File: config.mk
export PLATFORM = sky130hd
export DESIGN_NAME = bcd_ninecomp_unit
export DESIGN_NICKNAME = d
export VERILOG_FILES = /design/src/rtl/bcdc_pkg.sv /design/src/rtl/bcdc_code_check.sv /design/src/rtl/bcdc_nines.sv /design/src/rtl/bcdc_path_sel.sv /design/src/rtl/bcd_ninecomp_unit.sv
export SDC_FILE = /design/constraint.sdc
export NUM_CORES = 1
export LEC_CHECK = 0
export BUFFER_PORTS_ARGS = -buffer_cell sky130_fd_sc_hd__buf_4
export CAP_MARGIN = 20
export CORE_AREA = 2 2 39 41
export DETAILED_ROUTE_END_ITERATION = 7
export DIE_AREA = 0 0 41 43
export PLACE_DENSITY = 0.36
export SETUP_SLACK_MARGIN = 0.3
export SLEW_MARGIN = 20
export SYNTH_ARGS = -nofsm -noshare
export SYNTH_HDL_FRONTEND = slang
export SYNTH_SLANG_ARGS = --single-unit
File: constraint.sdc
create_clock -name clk -period 0.8 [get_ports clk]
set_input_delay 0.04 -clock clk [delete_from_list [all_inputs] [get_ports clk]]
set_output_delay 0.04 -clock clk [all_outputs]
set_load 0.02 [all_outputs]
File: src/rtl/bcdc_pkg.sv
package bcdc_pkg;
   localparam int BCD_W = 4;
   typedef logic [BCD_W-1:0] bcd_t;
   localparam bcd_t BCD_TOP  = 4'd9;
   localparam bcd_t BCD_ZERO = 4'd0;

   typedef enum logic [1:0] {
      PATH_PASS  = 2'd0,
      PATH_NINES = 2'd1,
      PATH_BLANK = 2'd2
   } path_e;
endpackage

File: src/rtl/bcdc_code_check.sv
module bcdc_code_check (
   input  logic [3:1] hi_bits,
   output logic       legal
);
   // A code is above nine exactly when bit 3 is set together with bit 2 or bit 1.
   always_comb begin
      legal = ~(hi_bits[3] & (hi_bits[2] | hi_bits[1]));
   end
endmodule

File: src/rtl/bcdc_nines.sv
module bcdc_nines
   import bcdc_pkg::*;
(
   input  bcd_t d,
   output bcd_t q
);
   // Gate form of 9 - d; the result is meaningful only for legal digits.
   always_comb begin
      q[3] = ~d[3] & ~d[2] & ~d[1];
      q[2] = d[2] ^ d[1];
      q[1] = d[1];
      q[0] = ~d[0];
   end
endmodule

File: src/rtl/bcdc_path_sel.sv
module bcdc_path_sel
   import bcdc_pkg::*;
(
   input  logic legal,
   input  logic zero_force,
   input  logic comp_sel,
   input  bcd_t direct,
   input  bcd_t nines,
   output bcd_t result,
   output logic flag
);
   path_e path;

   // Priority: illegal code and zero-force blank; comp_sel decides only afterwards.
   always_comb begin
      if (!legal || zero_force) begin
         path = PATH_BLANK;
      end else if (comp_sel) begin
         path = PATH_NINES;
      end else begin
         path = PATH_PASS;
      end
   end

   always_comb begin
      unique case (path)
         PATH_PASS:  result = direct;
         PATH_NINES: result = nines;
         default:    result = BCD_ZERO;
      endcase
      flag = ~legal;
   end
endmodule

File: src/rtl/bcd_ninecomp_unit.sv
module bcd_ninecomp_unit
   import bcdc_pkg::*;
#(
   parameter int REG_OUT = 1,
   parameter int DIGIT_W = 4
) (
   input  logic               clk,
   input  logic               rst_n,
   input  logic [DIGIT_W-1:0] digit_in,
   input  logic               zero_force,
   input  logic               comp_sel,
   output logic [DIGIT_W-1:0] digit_out,
   output logic               err_out
);
   localparam bit USE_REG = (REG_OUT != 0);

   if (DIGIT_W != BCD_W) begin : g_bad_width
      $error("bcd_ninecomp_unit: DIGIT_W must equal %0d", BCD_W);
   end
   if (REG_OUT != 0 && REG_OUT != 1) begin : g_bad_reg
      $error("bcd_ninecomp_unit: REG_OUT must be 0 or 1");
   end

   logic is_legal;
   bcd_t nines_val;
   bcd_t sel_val;
   logic sel_err;

   bcdc_code_check u_check (
      .hi_bits (digit_in[3:1]),
      .legal   (is_legal)
   );

   bcdc_nines u_nines (
      .d (digit_in),
      .q (nines_val)
   );

   bcdc_path_sel u_sel (
      .legal      (is_legal),
      .zero_force (zero_force),
      .comp_sel   (comp_sel),
      .direct     (digit_in),
      .nines      (nines_val),
      .result     (sel_val),
      .flag       (sel_err)
   );

   if (USE_REG) begin : g_reg
      bcd_t digit_q;
      logic err_q;
      always_ff @(posedge clk or negedge rst_n) begin
         if (!rst_n) begin
            digit_q <= BCD_ZERO;
            err_q   <= 1'b0;
         end else begin
            digit_q <= sel_val;
            err_q   <= sel_err;
         end
      end
      assign digit_out = digit_q;
      assign err_out   = err_q;
   end else begin : g_comb
      assign digit_out = sel_val;
      assign err_out   = sel_err;
   end
endmodule

# ---- After elaboration in Yosys (flattened, before gate mapping)
# Cells that the tools add are included.
dict set report word_totals {
  input_bits 8
  register_bits 5
  out_inout_bits 5
}
dict set report classes {
  n_reduce_logical 2
  n_eq_ne 1
  n_mux 3
  bitwise 9
}
# operator n
set op_table {}
lappend op_table {{4-bit one-hot mux with 2 select lines} 1}
lappend op_table {{1-bit inverter} 4}
lappend op_table {{1-bit AND} 3}
lappend op_table {{2-bit by 1-bit == test with 1-bit output, second input constant} 1}
lappend op_table {{2-bit zero test} 1}
lappend op_table {{2-bit 2-to-1 mux} 1}
lappend op_table {{1-bit logical OR} 1}
lappend op_table {{1-bit 2-to-1 mux} 1}
lappend op_table {{1-bit OR} 1}
lappend op_table {{1-bit XOR} 1}

# ---- Logic depth before layout (Yosys ltp)
# Gate-level depths: netlist of the first run.
dict set report logic_depth {
  word_depth 6
  ltp_mapped 4
  depth_no_buf 4
}

# ---- Modules after synthesis
# From an unflattened synthesis of the first run, not the netlist that was laid out.
dict set report hier_totals {
  hier_cells 21
  hier_area_um2 225.2
}
# module cells_per_inst seq_area_each_um2 n_inst area_per_inst_um2
set modules_own_cells {}
lappend modules_own_cells {bcd_ninecomp_unit 5 125.1 1 125.1}
lappend modules_own_cells {bcdc_path_sel 11 0.0 1 70.1}
lappend modules_own_cells {bcdc_nines 4 0.0 1 25.0}
lappend modules_own_cells {bcdc_code_check 1 0.0 1 5.0}

# ---- Worst setup path after synthesis of the first run
# No wires, ideal clock.
dict set report synth_timing {
  path_type {in2reg}
  from {in digit_in[1]}
  to {reg g_reg.digit_q[3] (netlist: digit_out[3])}
  stages 2
  t_required_ns 0.723
  arrival_time_ns 0.675
  slack_ns 0.048
  path_cell_list {or4b_1 a21oi_1}
}
dict set report synth_between {
  elab_chain_len 6
  word_cells_on_any_way 9
}
# item line_no
set synth_lines {}
lappend synth_lines {{from (decl)} bcd_ninecomp_unit.sv:9} ;# input logic [DIGIT_W-1:0] digit_in,
lappend synth_lines {{1-bit OR} bcdc_code_check.sv:7} ;# legal = ~(hi_bits[3] & (hi_bits[2] | hi_bits[1]));
lappend synth_lines {{1-bit AND} bcdc_code_check.sv:7}
lappend synth_lines {{1-bit logical OR} bcdc_path_sel.sv:16} ;# if (!legal || zero_force) begin
lappend synth_lines {{2-bit 2-to-1 mux} bcdc_path_sel.sv:16}
lappend synth_lines {{2-bit by 1-bit == test with 1-bit output or 2-bit zero test (tied branches)} bcdc_path_sel.sv:26} ;# unique case (path)
lappend synth_lines {{4-bit one-hot mux with 2 select lines (*)} bcdc_path_sel.sv:26}
lappend synth_lines {{net sel_val[3]} bcd_ninecomp_unit.sv:26} ;# bcd_t sel_val;
lappend synth_lines {{to (signal assigned)} bcd_ninecomp_unit.sv:57} ;# digit_q <= sel_val;
lappend synth_lines {{to (decl)} bcd_ninecomp_unit.sv:50} ;# bcd_t digit_q;
# Mark *: on every way through the listed nets, which the timed path passes. The rest lies on a longest branch.

# ---- Worst setup path in the final report of the first run
dict set report layout_timing {
  from {reg g_reg.digit_q[2] (netlist: digit_out[2])}
  to {out digit_out[2]}
}
# item line_no
set layout_lines {}
lappend layout_lines {{to (decl)} bcd_ninecomp_unit.sv:12} ;# output logic [DIGIT_W-1:0] digit_out,
# No word-level cell between the ends.

==> results.py, run 1 <==
metrics = {
    "sta": {
        "fin_crit_sh_pct": 96.2,
        "hold_viol": 2,
        "fin_hold_ws_ns": -0.0134,
        "rsz0062_at_grt": "yes",
        "fmax_mhz": 1300,
        "setup_viol": 0,
        "tightest_slew_ns": 0.172,
        "period_needed_ns": 0.770,
        "slew_viol_final": 0,
        "finalWorstSetupSlack_ns": 0.0302,
        "slew-limit-headroom_pct": 88.5,
        "tns_ns": 0,
    },
    "critical_path": {
        "cp.required_ns": 0.76,
        "crit_path_end_kind": "output pin",
        "critical_path.top_delay_family": "flip-flops",
        "critPathLaunch": "digit_out[2]",
        "crit_chain": "buf_6",
        "cpMaxStageDelayCell": "dfrtp_1",
        "cp_max_fo": 1,
        "start_kind": "flip-flop",
        "critical_path_buf_inv_count": 1,
        "max_stage_delay_ns": 0.37,
        "cp_data_arrival_time_ns": 0.73,
        "crit_type": "flip-flop to output pin",
    },
    "route": {
        "wl_um": 466,
        "wl_met3_um": 73,
        "drt-vias-per-instance": 3.59,
        "ant_nets": 0,
        "wl_per_cell_um": 8.32,
        "highest_layer": "met4",
        "drcViolationCount": 0,
        "first_iter_violations": 0,
        "dr.pass1.iters": 1,
        "dr_wl_met2_um": 234,
        "wl_met1_um": 150,
        "num_vias": 201,
    },
    "floorplan": {
        "initial_core_util_pct": 15.0,
        "die_area_um2": 1760,
        "rows": 14,
        "io_pins": 13,
        "fp.dieH_um": 43,
        "coreArea_um2": 1380,
        "die_w_um": 41,
    },
    "cells_and_area": {
        "post-route-util_pct": 35.5,
        "nets": 50,
        "drive_gt1_share_pct": 70.0,
        "diodes": 0,
        "syn2layout_area_growth_pct": 137,
    },
    "power": {
        "peakVddDrop_mv": 0.419,
        "pwr-share-comb_pct": 25.1,
        "p_int_mw": 0.568,
        "swShare_pct": 22.5,
        "p_clk_share_pct": 37.6,
        "pwr_density_cell_nw_per_um2": 1490,
        "finalPower_mw": 0.733,
        "leakagePower_nw": 0.232,
        "power_switching_mw": 0.165,
        "p_seq_share_pct": 37.3,
    },
    "synth": {
        "synth.avg_cell_area_um2": 12.2,
        "synth_cells": 17,
        "synth_top_family_by_area": "simple AND/OR/NAND/NOR gates",
        "synth-seq-cells": 5,
        "netlist_area_um2": 208,
        "ys_seq_area_share_pct": 60.2,
        "synth_xor_area_share_pct": 4.22,
        "synth_mux_area_share_pct": 4.82,
        "ys_types": 10,
        "yosys.area.top_type_share_pct": 60.2,
        "synth-compound-area-share_pct": 2.41,
        "synth_simple_gate_area_share_pct": 18.7,
        "yosys.area.top_type": "dfrtp_1",
        "synth.area.top_cells": "dfrtp_1 (60%), nor3_1 (7.2%), ha_1 (6.0%), mux2i_1 (4.8%), or4b_1 (4.8%)",
        "synth_fa_ha_area_share_pct": 6.02,
        "yosys_warnings": 0,
        "syn-num-nets": 26,
    },
    "hold_path": {
        "hp-class": "primary input to flip-flop",
        "worstHoldStart": "zero_force",
    },
    "global_routing": {
        "grtUsageTotal_pct": 6.84,
        "grt.overflow.total": 0,
        "grt_max_degree": 6,
        "antenna_found_initial": 0,
        "grt_pass1_vias": 217,
        "grt_pass1_wl_um": 765,
    },
    "run_status": {
        "status": "finished with violations",
        "failed_checks": "negative hold slack",
    },
    "clocking": {
        "cts_buffer_depth": 2,
        "cts_tree": "done",
        "cts_root_buf": "clkbuf_4",
        "h-tree-depth": 1,
        "cts_made_buffers": 3,
        "clkTransAtPathRegs_ns": 0.04,
        "hold_buffers": 1,
        "cts.sinks": 5,
    },
    "flow_run": {
        "timing.max_cap.violations": 0,
    },
    "placed_design": {
        "gp_congestion": 0.629,
        "pre_cts_slack_ns": -0.0779,
        "io_buffers": 12,
    },
}
==> cell families (layout without fill, tap and decap cells) <==
logic type | count (synthesis) | after routing
AO/OA/AOI/OAI | 1 | 1
buffers and inverters | 2 | 25
adder cells (fa/ha/maj) | 1 | 1
flip-flops | 5 | 5
XOR/XNOR | 1 | 1
AND/OR/NAND/NOR | 6 | 6
multiplexers | 1 | 1
==> final timing paths <==
kind / endpoint / slack (ns) / cells past startpoint
worst max-delay path: digit_out[2] / 0.03 / 1
max in group asynchronous: digit_out[3] / 0.55 / 2
min in group asynchronous: digit_out[1] / 0.14 / 2
worst min-delay path: digit_out[3] / -0.01 / 2
==> synth_stat cells <==
| cell | instances |
|---|---|
| nor3_1 | 3 |
| nor2b_1 | 1 |
| inv_1 | 2 |
| xnor2_1 | 1 |
| ha_1 | 1 |
| nand3b_1 | 1 |
| a21oi_1 | 1 |
| or4b_1 | 1 |
| dfrtp_1 | 5 |
| mux2i_1 | 1 |
==> area by class of cell <==
type,count,area (um2)
Clock buffer,4,26.3
Inverter,2,17.5
Timing Repair Buffer,19,195
Tap cell,16,20.0
Fill cell,137,892
Sequential cell,5,125
Multi-Input combinational cell,10,108
==> power groups by stage <==
stage	clock (mW)	combinational [mW]	sequential, mW
floorplan	0	0.0401	0.293
global placement	0	0.154	0.274
detailed placement	0	0.156	0.274
CTS	0.294	0.177	0.274
global route	0.310	0.199	0.274
finish	0.276	0.184	0.273
==> timing repair <==
action | in CTS | in global routing
pin swaps | 3 | 3
endpoints found under the setup margin | 8 | 9
resized for setup | 8 | 5
gates cloned | 0 | 0
setup buffers | 1 | 0
endpoints found under the hold margin | 9 | 4
==> through the flow <==
step / std cells / instance area (um2)
finish: 56 / 492
global placement: 50 / 398
CTS: 56 / 473
detailed placement: 50 / 398
global route: 56 / 492
floorplan: 17 / 238
==> cells in the final DEF, fill, tap and decap left out <==
cell,Yosys,routed
nor3_1,3,2
buf_4,0,8
inv_6,0,2
xnor2_1,1,1
nor3_2,0,1
buf_12,0,1
nor2b_4,0,1
ha_4,0,1
buf_6,0,8
clkbuf_1,0,1
dfrtp_1,5,5
buf_8,0,1
mux2i_1,1,1
dlygate4sd3_1,0,1
clkbuf_4,0,3
nand3b_1,1,1
or4b_4,0,1
a21oi_2,0,1
==> layer usage <==
metal | up-vias | global-route usage, %
met4 | 0 | 8.00
met2 | 13 | 10.6
li1 | 103 | -
met3 | 2 | 1.57
met1 | 83 | 6.15
met5 | - | 0
==> flip-flops by register name (all words and copies together), names as in the netlist <==
name	flops
digit_out	4
err_out	1
Note: power is estimated with default switching activity, not from simulation.
==> run 2, diff against run 1 <==
Settings changed: ABC_AREA set to 1, PLACE_DENSITY 0.36 to 0.38.
==> run 2 against run 1 <==
Compared with the run above: the flow now finishes without violations; first-iteration DRC count is the same; core utilization shrank 1.4 points; fmax grew 0.17%; total power shrank 0.75%; design area shrank 4.1%; clock power grew 1%; sequential power is essentially flat; via count grew 8.0%; worst hold slack gained 0.041 ns; sequential share of layout area grew 1.1 points; synthesized cell count grew 47%; combinational power shrank 5%; critical path type unchanged; largest power group unchanged.
==> results.py, run 2 <==
metrics = {
    "route": {
        "dr.pass1.iters": 1,
        "num_vias": 217,
        "ant_nets": 0,
        "drcViolationCount": 0,
        "drt-vias-per-instance": 3.68,
        "wl_um": 507,
        "first_iter_violations": 0,
        "wl_per_cell_um": 8.59,
    },
    "critical_path": {
        "cpMaxStageDelayCell": "dfrtp_1",
        "max_stage_delay_ns": 0.36,
        "cp_max_fo": 1,
        "crit_path_end_kind": "output pin",
        "cp_data_arrival_time_ns": 0.73,
        "crit_chain": "buf_6",
        "critical_path_buf_inv_count": 1,
        "start_kind": "flip-flop",
        "cp.required_ns": 0.76,
        "crit_type": "flip-flop to output pin",
        "critical_path.top_delay_family": "flip-flops",
    },
    "synth": {
        "synth-seq-cells": 5,
        "ys_seq_area_share_pct": 52.1,
        "yosys_warnings": 0,
        "netlist_area_um2": 240,
        "synth_cells": 25,
        "yosysMostFrequentCell": "inv_1",
        "synth-main-ff-cell": "dfrtp_1",
        "synth.area.top_cells": "dfrtp_1 (52%), inv_1 (9.4%), o21ai_2 (7.3%), ha_1 (5.2%), nand4_1 (5.2%)",
        "synthArstFlopShare_pct": 100,
        "synthTopCellsByCount": "inv_1 (6), dfrtp_1 (5)",
        "synth.avg_cell_area_um2": 9.61,
        "ys_types": 12,
        "yosys.area.top_type_share_pct": 52.1,
        "syn-num-nets": 34,
        "synth_edf_count": 0,
        "yosys.area.top_type": "dfrtp_1",
    },
    "clocking": {
        "cts_root_buf": "clkbuf_4",
        "cts_buffer_depth": 2,
        "cts_made_buffers": 3,
        "cts.sinks": 5,
        "clkTransAtPathRegs_ns": 0.04,
        "h-tree-depth": 1,
        "cts_tree": "done",
    },
    "hold_path": {
        "hp-class": "primary input to flip-flop",
        "min_path_cells": 3,
        "worstHoldStart": "digit_in[1]",
        "hold_end": "digit_out[1]",
    },
    "cells_and_area": {
        "final_cell_mix": "buf_4 (6), buf_6 (6), dfrtp_1 (5)",
        "multiInputGateArea_um2": 114,
        "nets": 53,
        "drive_gt1_share_pct": 60.5,
        "syn2layout_area_growth_pct": 96.4,
        "nFillCells": 152,
        "diodes": 0,
        "post-route-util_pct": 34.1,
        "seq_area_um2": 125,
        "largest_register_ffs": 4,
    },
    "floorplan": {
        "fp.dieH_um": 43,
        "io_pins": 13,
        "rows": 14,
        "coreArea_um2": 1380,
        "die_area_um2": 1760,
        "initial_core_util_pct": 17.4,
        "die_w_um": 41,
    },
    "flow_run": {
        "timing.max_cap.violations": 0,
    },
    "global_routing": {
        "grt.overflow.total": 0,
        "antenna_found_initial": 0,
        "grtUsageTotal_pct": 7.04,
        "grt_pass1_vias": 213,
        "grt_pass1_wl_um": 800,
        "grt_max_degree": 6,
    },
    "power": {
        "p_clk_share_pct": 38.5,
        "finalPower_mw": 0.727,
        "swShare_pct": 24.9,
        "p_seq_share_pct": 37.6,
        "p_int_mw": 0.546,
        "pwr-share-comb_pct": 23.9,
        "power_switching_mw": 0.181,
        "peakVddDrop_mv": 0.308,
        "leakagePower_nw": 0.232,
        "pwr_density_cell_nw_per_um2": 1540,
    },
    "sta": {
        "rsz0062_at_grt": "yes",
        "slew_viol_final": 0,
        "hold_viol": 0,
        "setup_viol": 0,
        "period_needed_ns": 0.768,
        "fmax_mhz": 1300,
        "tightest_slew_ns": 0.178,
        "slew-limit-headroom_pct": 88.0,
        "fin_crit_sh_pct": 96.1,
    },
    "placed_design": {
        "io_buffers": 12,
        "gp_congestion": 0.691,
        "hpwlAfterDp_um": 432,
    },
    "run_status": {
        "status": "complete, no violations",
    },
}
[run 2: stage by stage]
step           instances  hold WS [ns]  worst slack (ns)  TNS (ns)  instance area (um2)
3_5_place_dp          53        -0.156          -0.00356  -0.00356                  380
3_3_place_gp          53        -0.158          -0.00820  -0.00820                  380
5_1_grt               59        0.0322           0.00732         0                  472
2_1_floorplan         25        -0.256             0.216         0                  270
6_report              59        0.0281            0.0315         0                  472
4_1_cts               58        0.0460            0.0163         0                  452
[run 2: routing by layer]
layer / routed length, um / global-route usage [%]
met1: 172 / 7.74
met3: 48 / 1.57
met5: 0 / 0
met4: 0 / 6.00
met2: 286 / 10.6
[run 2: power by group through the flow]
| stage | sequential, mW | combinational, mW | clock, mW |
|---|---|---|---|
| after detailed placement | 0.274 | 0.144 | 0 |
| after floorplan | 0.293 | 0.0524 | 0 |
| final | 0.273 | 0.174 | 0.280 |
| after global placement | 0.274 | 0.142 | 0 |
| after CTS | 0.273 | 0.165 | 0.299 |
| after global routing | 0.274 | 0.195 | 0.306 |
[run 2: cell type report]
class,count,area share [%]
clock buffers,4,5.57
inverters,7,9.28
multi-input cells,13,24.1
flip-flops and latches,5,26.5
well taps,16,4.24
repair buffers,14,30.2
[run 2: logic make-up after synthesis]
| family | Yosys count | share of synthesized area (%) |
|---|---|---|
| compound gates | 2 | 7.29 |
| simple gates | 9 | 20.8 |
| buf+inv | 7 | 10.9 |
| flops | 5 | 52.1 |
| fa+ha+maj | 1 | 5.21 |
| xor+xnor | 1 | 3.65 |
[run 2: how the worst max path moves through the flow]
stage | from | endpoint | cells past startpoint
5_1_grt | digit_out[1] | digit_out[1] | 1
3_3_place_gp | digit_in[2] | digit_out[2] | 7
2_1_floorplan | digit_in[2] | digit_out[2] | 6
3_5_place_dp | digit_in[2] | digit_out[2] | 7
6_report | digit_out[0] | digit_out[0] | 1
4_1_cts | digit_out[0] | digit_out[0] | 1
[run 2: repair_timing]
item,CTS,global route
setup endpoints to repair,7,9
gates resized for setup,8,3
endpoints found under the hold margin,5,0
hold buffers,1,0
buffers inserted,0,1
pin swaps,1,3
